==> config.mk <==
export PLATFORM = sky130hd
export DESIGN_NAME = ata_irq_ctrl
export DESIGN_NICKNAME = d
export VERILOG_FILES = /design/src/rtl/ata_irq_pkg.sv /design/src/rtl/ata_irq_blkseq.sv /design/src/rtl/ata_irq_pend.sv /design/src/rtl/ata_irq_drive.sv /design/src/rtl/ata_irq_ctrl.sv
export SDC_FILE = /design/constraint.sdc
export NUM_CORES = 1
export LEC_CHECK = 0
export BUFFER_PORTS_ARGS = -buffer_cell sky130_fd_sc_hd__buf_2
export CAP_MARGIN = 15
export CORE_ASPECT_RATIO = 0.8
export CORE_MARGIN = 1
export CORE_UTILIZATION = 35
export DETAILED_ROUTE_END_ITERATION = 7
export SETUP_SLACK_MARGIN = 0.1
export SYNTH_ARGS = -nofsm -noshare
export SYNTH_HDL_FRONTEND = slang
export SYNTH_SLANG_ARGS = --single-unit
==> constraint.sdc <==
create_clock -name clk -period 3.7 [get_ports clk]
set_input_delay 0.185 -clock clk [delete_from_list [all_inputs] [get_ports clk]]
set_output_delay 0.185 -clock clk [all_outputs]
set_load 0.02 [all_outputs]
==> src/rtl/ata_irq_pkg.sv <==
package ata_irq_pkg;
  typedef enum logic [1:0] {
    CMD_NONE = 2'b00,
    CMD_RD   = 2'b01,
    CMD_WR   = 2'b10,
    CMD_ND   = 2'b11
  } cmd_kind_e;
endpackage

==> src/rtl/ata_irq_blkseq.sv <==
// Sector/block sequencer: decides when a command asks for an interrupt.
module ata_irq_blkseq
  import ata_irq_pkg::*;
#(
  parameter int CNT_W  = 16,
  parameter int MULT_W = 8
) (
  input  logic              clk,
  input  logic              rst,
  input  logic              abort,
  input  logic              cmd_start,
  input  logic [1:0]        cmd_kind,
  input  logic [CNT_W-1:0]  cmd_count,
  input  logic              mult_wr,
  input  logic [MULT_W-1:0] mult_val,
  input  logic              sector_done,
  input  logic              cmd_end,
  output logic              set_evt
);
  localparam logic [MULT_W-1:0] BLK_ONE  = MULT_W'(1);
  localparam logic [MULT_W-1:0] BLK_ZERO = '0;
  localparam logic [CNT_W-1:0]  CNT_ZERO = '0;

  cmd_kind_e         kind_q;
  logic              active_q;
  logic [CNT_W-1:0]  remain_q;
  logic [MULT_W-1:0] inblk_q;
  logic [MULT_W-1:0] cur_q;
  logic [MULT_W-1:0] blksz_q;

  logic [CNT_W-1:0]  remain_dec;
  logic [MULT_W-1:0] inblk_inc;
  logic              blk_close;
  logic              last_sec;
  logic              data_kind;

  assign remain_dec = remain_q - CNT_W'(1);
  assign inblk_inc  = inblk_q + BLK_ONE;
  assign last_sec   = (remain_dec == CNT_ZERO);
  assign blk_close  = (inblk_inc == cur_q) || last_sec;
  assign data_kind  = (cmd_kind == CMD_RD) || (cmd_kind == CMD_WR);

  // Block size register (Set Multiple); 0 means one sector.
  always_ff @(posedge clk) begin
    if (rst)
      blksz_q <= BLK_ONE;
    else if (mult_wr)
      blksz_q <= (mult_val == BLK_ZERO) ? BLK_ONE : mult_val;
  end

  always_ff @(posedge clk) begin
    if (rst || abort) begin
      kind_q   <= CMD_NONE;
      active_q <= 1'b0;
      remain_q <= CNT_ZERO;
      inblk_q  <= BLK_ZERO;
      cur_q    <= BLK_ONE;
    end else if (cmd_start) begin
      kind_q   <= cmd_kind_e'(cmd_kind);
      active_q <= data_kind && (cmd_count != CNT_ZERO);
      remain_q <= cmd_count;
      inblk_q  <= BLK_ZERO;
      cur_q    <= blksz_q;
    end else if (cmd_end) begin
      kind_q   <= CMD_NONE;
      active_q <= 1'b0;
    end else if (sector_done && active_q) begin
      remain_q <= remain_dec;
      inblk_q  <= blk_close ? BLK_ZERO : inblk_inc;
      if (last_sec)
        active_q <= 1'b0;
    end
  end

  always_comb begin
    set_evt = 1'b0;
    if (rst || abort)
      set_evt = 1'b0;
    else if (cmd_start)
      set_evt = (cmd_kind == CMD_RD) && (cmd_count != CNT_ZERO);
    else if (cmd_end)
      set_evt = (kind_q == CMD_WR) || (kind_q == CMD_ND);
    else if (sector_done && active_q)
      set_evt = blk_close && !last_sec;
  end
endmodule

==> src/rtl/ata_irq_pend.sv <==
// Pending-interrupt flag; a set beats a clear in the same cycle.
module ata_irq_pend (
  input  logic clk,
  input  logic rst,
  input  logic set_evt,
  input  logic clr_evt,
  output logic pend_q,
  output logic pend_d
);
  always_comb begin
    if (rst)          pend_d = 1'b0;
    else if (set_evt) pend_d = 1'b1;
    else if (clr_evt) pend_d = 1'b0;
    else              pend_d = pend_q;
  end

  always_ff @(posedge clk) begin
    if (rst) pend_q <= 1'b0;
    else     pend_q <= pend_d;
  end
endmodule

==> src/rtl/ata_irq_drive.sv <==
// Disable-bit register and registered pad value / enable.
module ata_irq_drive (
  input  logic clk,
  input  logic rst,
  input  logic ctl_wr,
  input  logic ctl_irq_mask,
  input  logic dev_sel,
  input  logic pend_d,
  output logic irq_val,
  output logic irq_oe
);
  logic mask_q;
  logic mask_d;
  logic en_d;

  assign mask_d = ctl_wr ? ctl_irq_mask : mask_q;
  assign en_d   = dev_sel && !mask_d;

  always_ff @(posedge clk) begin
    if (rst) begin
      mask_q  <= 1'b0;
      irq_oe  <= 1'b0;
      irq_val <= 1'b0;
    end else begin
      mask_q  <= mask_d;
      irq_oe  <= en_d;
      irq_val <= en_d && pend_d;
    end
  end
endmodule

==> src/rtl/ata_irq_ctrl.sv <==
module ata_irq_ctrl #(
  parameter int CNT_W  = 16,
  parameter int MULT_W = 8
) (
  input  logic              clk,
  input  logic              rst,
  input  logic              dev_sel,
  input  logic              ctl_wr,
  input  logic              ctl_irq_mask,
  input  logic              ctl_soft_rst,
  input  logic              cmd_wr,
  input  logic              stat_rd,
  input  logic              stat_rd_alt,
  input  logic              mult_wr,
  input  logic [MULT_W-1:0] mult_val,
  input  logic              cmd_start,
  input  logic [1:0]        cmd_kind,
  input  logic [CNT_W-1:0]  cmd_count,
  input  logic              sector_done,
  input  logic              cmd_end,
  output logic              irq_val,
  output logic              irq_oe
);
  logic soft_rst;
  logic clr_evt;
  logic set_evt;
  logic pend_q;
  logic pend_d;

  assign soft_rst = ctl_wr && ctl_soft_rst;
  // Alternate status reads do not acknowledge the interrupt.
  assign clr_evt  = soft_rst || cmd_wr || (stat_rd && !stat_rd_alt);

  ata_irq_blkseq #(.CNT_W(CNT_W), .MULT_W(MULT_W)) u_seq (
    .clk         (clk),
    .rst         (rst),
    .abort       (soft_rst),
    .cmd_start   (cmd_start),
    .cmd_kind    (cmd_kind),
    .cmd_count   (cmd_count),
    .mult_wr     (mult_wr),
    .mult_val    (mult_val),
    .sector_done (sector_done),
    .cmd_end     (cmd_end),
    .set_evt     (set_evt)
  );

  ata_irq_pend u_pend (
    .clk     (clk),
    .rst     (rst),
    .set_evt (set_evt),
    .clr_evt (clr_evt),
    .pend_q  (pend_q),
    .pend_d  (pend_d)
  );

  ata_irq_drive u_drv (
    .clk          (clk),
    .rst          (rst),
    .ctl_wr       (ctl_wr),
    .ctl_irq_mask (ctl_irq_mask),
    .dev_sel      (dev_sel),
    .pend_d       (pend_d),
    .irq_val      (irq_val),
    .irq_oe       (irq_oe)
  );
endmodule

==> summary.txt <==
outcome -> completed
Post-Synthesis Cell Area -> 2750 um^2
minimum clock period -> 2.82 ns
number of synthesized flops with an enable pin -> 0
most common cell after layout, fill and taps aside -> nor2_1
CP Capture Point -> u_seq.active_q$_SDFFE_PP0P_
RSZ-0062 raised after global routing -> false
vias -> 2,579
setup tns final -> 0 ns
Worst IR Drop VDD -> 0.142 mV
Synth Warn # -> 0
Initial Utilization -> 36.7%
Clock Sink Count -> 46
Hold WC Path Type -> input port to flip-flop
PortBufs -> 40
Yosys top cell area share -> 33.5%
grt ovf -> 0
Root Driver -> clkbuf_8
1st-iter DRT viols -> 249
final slew viol count -> 0
full die area -> 8210 um^2
final setup vio count -> 0
Via-to-Cell Ratio -> 5.38
NumNets Final -> 416
Max Root-Sink Buffers -> 2
Register-to-Register Path Depth -> 8
Detail Route Antenna Nets -> 0
placed cell areas -> 3020 um^2
synthesized instance count -> 343
Crit Path Class -> flip-flop to flip-flop
CTS tree -> done
DRC -> 0
Yosys cell types -> 54
number of synthesized register bits -> 46
Leakage -> 1.24 nW
Post-Route WL -> 6750 um
Post-DP HPWL -> 5080 um
number of global-route vias before repair -> 2,324
Avg WL per Cell -> 14.1 um
number of antenna violations at the first check in global routing -> 0
number of max-cap violations -> 0
crit path max fanout -> 9
Cells after DPL -> 471
Primary FF master, synth -> dfxtp_1
FF-to-FF setup slack -> 0.88 ns
Seq/Total Area, Yosys -> 33.5%
post-CTS sizing -> 0
Final period util -> 76.1%
type of origin of the critical path -> flip-flop
layout cells sized above 1 -> 16.6%
Post-synth ARST share -> 0%
core area -> 7500 um^2
largest area contributor in the netlist -> dfxtp_1
Total GRT Usage -> 18.0%
clock transition at the registers of the reported paths -> 0.09 ns
Syn-to-layout area delta -> 13.3%
H-tree depth -> 2
CTS buffer count -> 5
Setup Fix Bufs, Post-CTS -> 0
n_diodes -> 0
CP arrival -> 3.01 ns
Worst-Skew Late Latency -> 0.30 ns
Reg-to-Reg Start -> u_seq.remain_q[0]$_SDFFE_PP0P_
Post-CTS Hold Fix Bufs -> 0
Critical R2R Capture -> u_seq.active_q$_SDFFE_PP0P_
post-route insts no fill -> 479
commonest non-fill, non-tap cells in the layout -> nor2_1, dfxtp_1, buf_2, mux2i_1, nand2_1
syn_area_per_cell -> 8.01 um^2
Setup Skew -> 0.0103 ns
critical path launch point -> u_seq.remain_q[0]$_SDFFE_PP0P_
Req. time, crit path -> 3.89 ns
Setup crit end kind -> flip-flop
Finished Cell Area -> 3120 um^2
Core Rows -> 28
worst slew pin tran -> 0.831 ns
drt pass-1 iters -> 4
Hold Violations, Final -> 0
IO Pins -> 41
first-pass GRT wire length -> 11,400 um
Max Fclk -> 0.355 GHz
placer congestion estimate -> 0.895
largest net degree at the start of global routing -> 26
Post-Syn Nets -> 386
Slew Limit Headroom -> 44.4%
die height -> 81.3 um
top cells by area, synth -> dfxtp_1, mux2i_1, nor2_1
pwr dens -> 337 nW/um^2
width of the chip -> 101 um
final core occ -> 41.6%
-- logic make-up (layout without fill, tap and decap cells) --
logic type,count (synthesis),count (layout),share of synthesized area [%]
simple gates,159,159,30.2
compound gates,61,61,15.7
flops,46,46,33.5
buf+inv,31,62,4.42
xor+xnor,21,21,6.69
mux,21,21,7.65
fa+ha+maj,4,4,1.82
-- final cells by class --
type / count / area [um^2]
Clock buffer: 5 / 68.8
Inverter: 11 / 41.3
Fill cell: 780 / 4380
Clock inverter: 3 / 23.8
Timing Repair Buffer: 43 / 223
Multi-Input combinational cell: 266 / 1710
Tap cell: 105 / 131
Sequential cell: 46 / 921
-- synth_stat cells (2+ instances only) --
master     count
o21ai_0        5
ha_1           4
nor2_1        52
nor2b_1        2
clkbuf_1      14
or3_1          4
buf_1          2
xor2_1         7
or2_2          4
inv_1         10
a211oi_1       7
xnor2_1       14
nor4b_1        2
o211ai_1       3
nand2b_1       2
dfxtp_1       46
or3b_2         2
nor3_1         8
a21oi_1       17
nand4_1        7
and4_1         2
or4_4          2
nor4_1        16
nand2_1       20
and3b_1        2
a2111oi_0      3
o221ai_1       6
buf_2          4
nand3b_1       3
o2111ai_1      3
nand3_1       17
mux2i_1       21
a31oi_1        5
and3_1         7
-- worst min-delay path by stage --
stage,endpoint,cells after the start,slack (ns),startpoint
2_1_floorplan,u_seq.cur_q[0]$_SDFFE_PP1P_,2,0.32,rst
6_report,u_seq.remain_q[3]$_SDFFE_PP0P_,3,0.12,cmd_count[3]
4_1_cts,u_seq.remain_q[3]$_SDFFE_PP0P_,3,0.11,cmd_count[3]
3_5_place_dp,u_seq.remain_q[3]$_SDFFE_PP0P_,3,0.44,cmd_count[3]
3_3_place_gp,u_seq.remain_q[5]$_SDFFE_PP0P_,3,0.43,cmd_count[5]
5_1_grt,u_seq.remain_q[0]$_SDFFE_PP0P_,3,0.12,cmd_count[0]
-- worst max-delay path, cell delays in order (launching register included) --
cell	delay [ns]
dfxtp_1	0.38
inv_1	0.11
ha_1	0.34
or4b_1	0.55
or3b_2	0.49
a21oi_1	0.27
o211ai_2	0.21
nor3_1	0.26
o32ai_1	0.10
-- registers in the layout, indices dropped and copies added, names as in the netlist --
register,count
u_seq.kind_q,1
u_seq.cur_q,8
u_drv.mask_q,1
u_pend.pend_q,1
u_seq.inblk_q,8
u_seq.active_q,1
u_seq.remain_q,16
u_drv.irq_val,1
u_seq.blksz_q,8
u_drv.irq_oe,1
-- per-layer routing --
metal	up-vias	part of all wire [%]	track usage (%)	wire length (um)
li1	1328	-	-	-
met1	1168	54	26.2	3670
met2	72	39	25.8	2600
met3	11	5.6	4.13	379
met4	0	1.4	5.94	96
met5	-	0	0	0
-- power breakdown --
part	internal (mW)	switching [mW]	total (mW)
combinational	0.0808	0.107	0.187
sequential	0.515	0.0243	0.539
clock	0.135	0.188	0.323
-- metrics by stage --
| step | hold WS [ns] | total power, mW | worst slack, ns |
|---|---|---|---|
| floorplan | 0.317 | 0.676 | 1.13 |
| global placement | 0.433 | 0.737 | 1.03 |
| detailed placement | 0.438 | 0.736 | 0.906 |
| CTS | 0.109 | 1.06 | 0.882 |
| global route | 0.118 | 1.11 | 0.647 |
| finish | 0.118 | 1.05 | 0.885 |
Power figures use the tool's default switching activity.
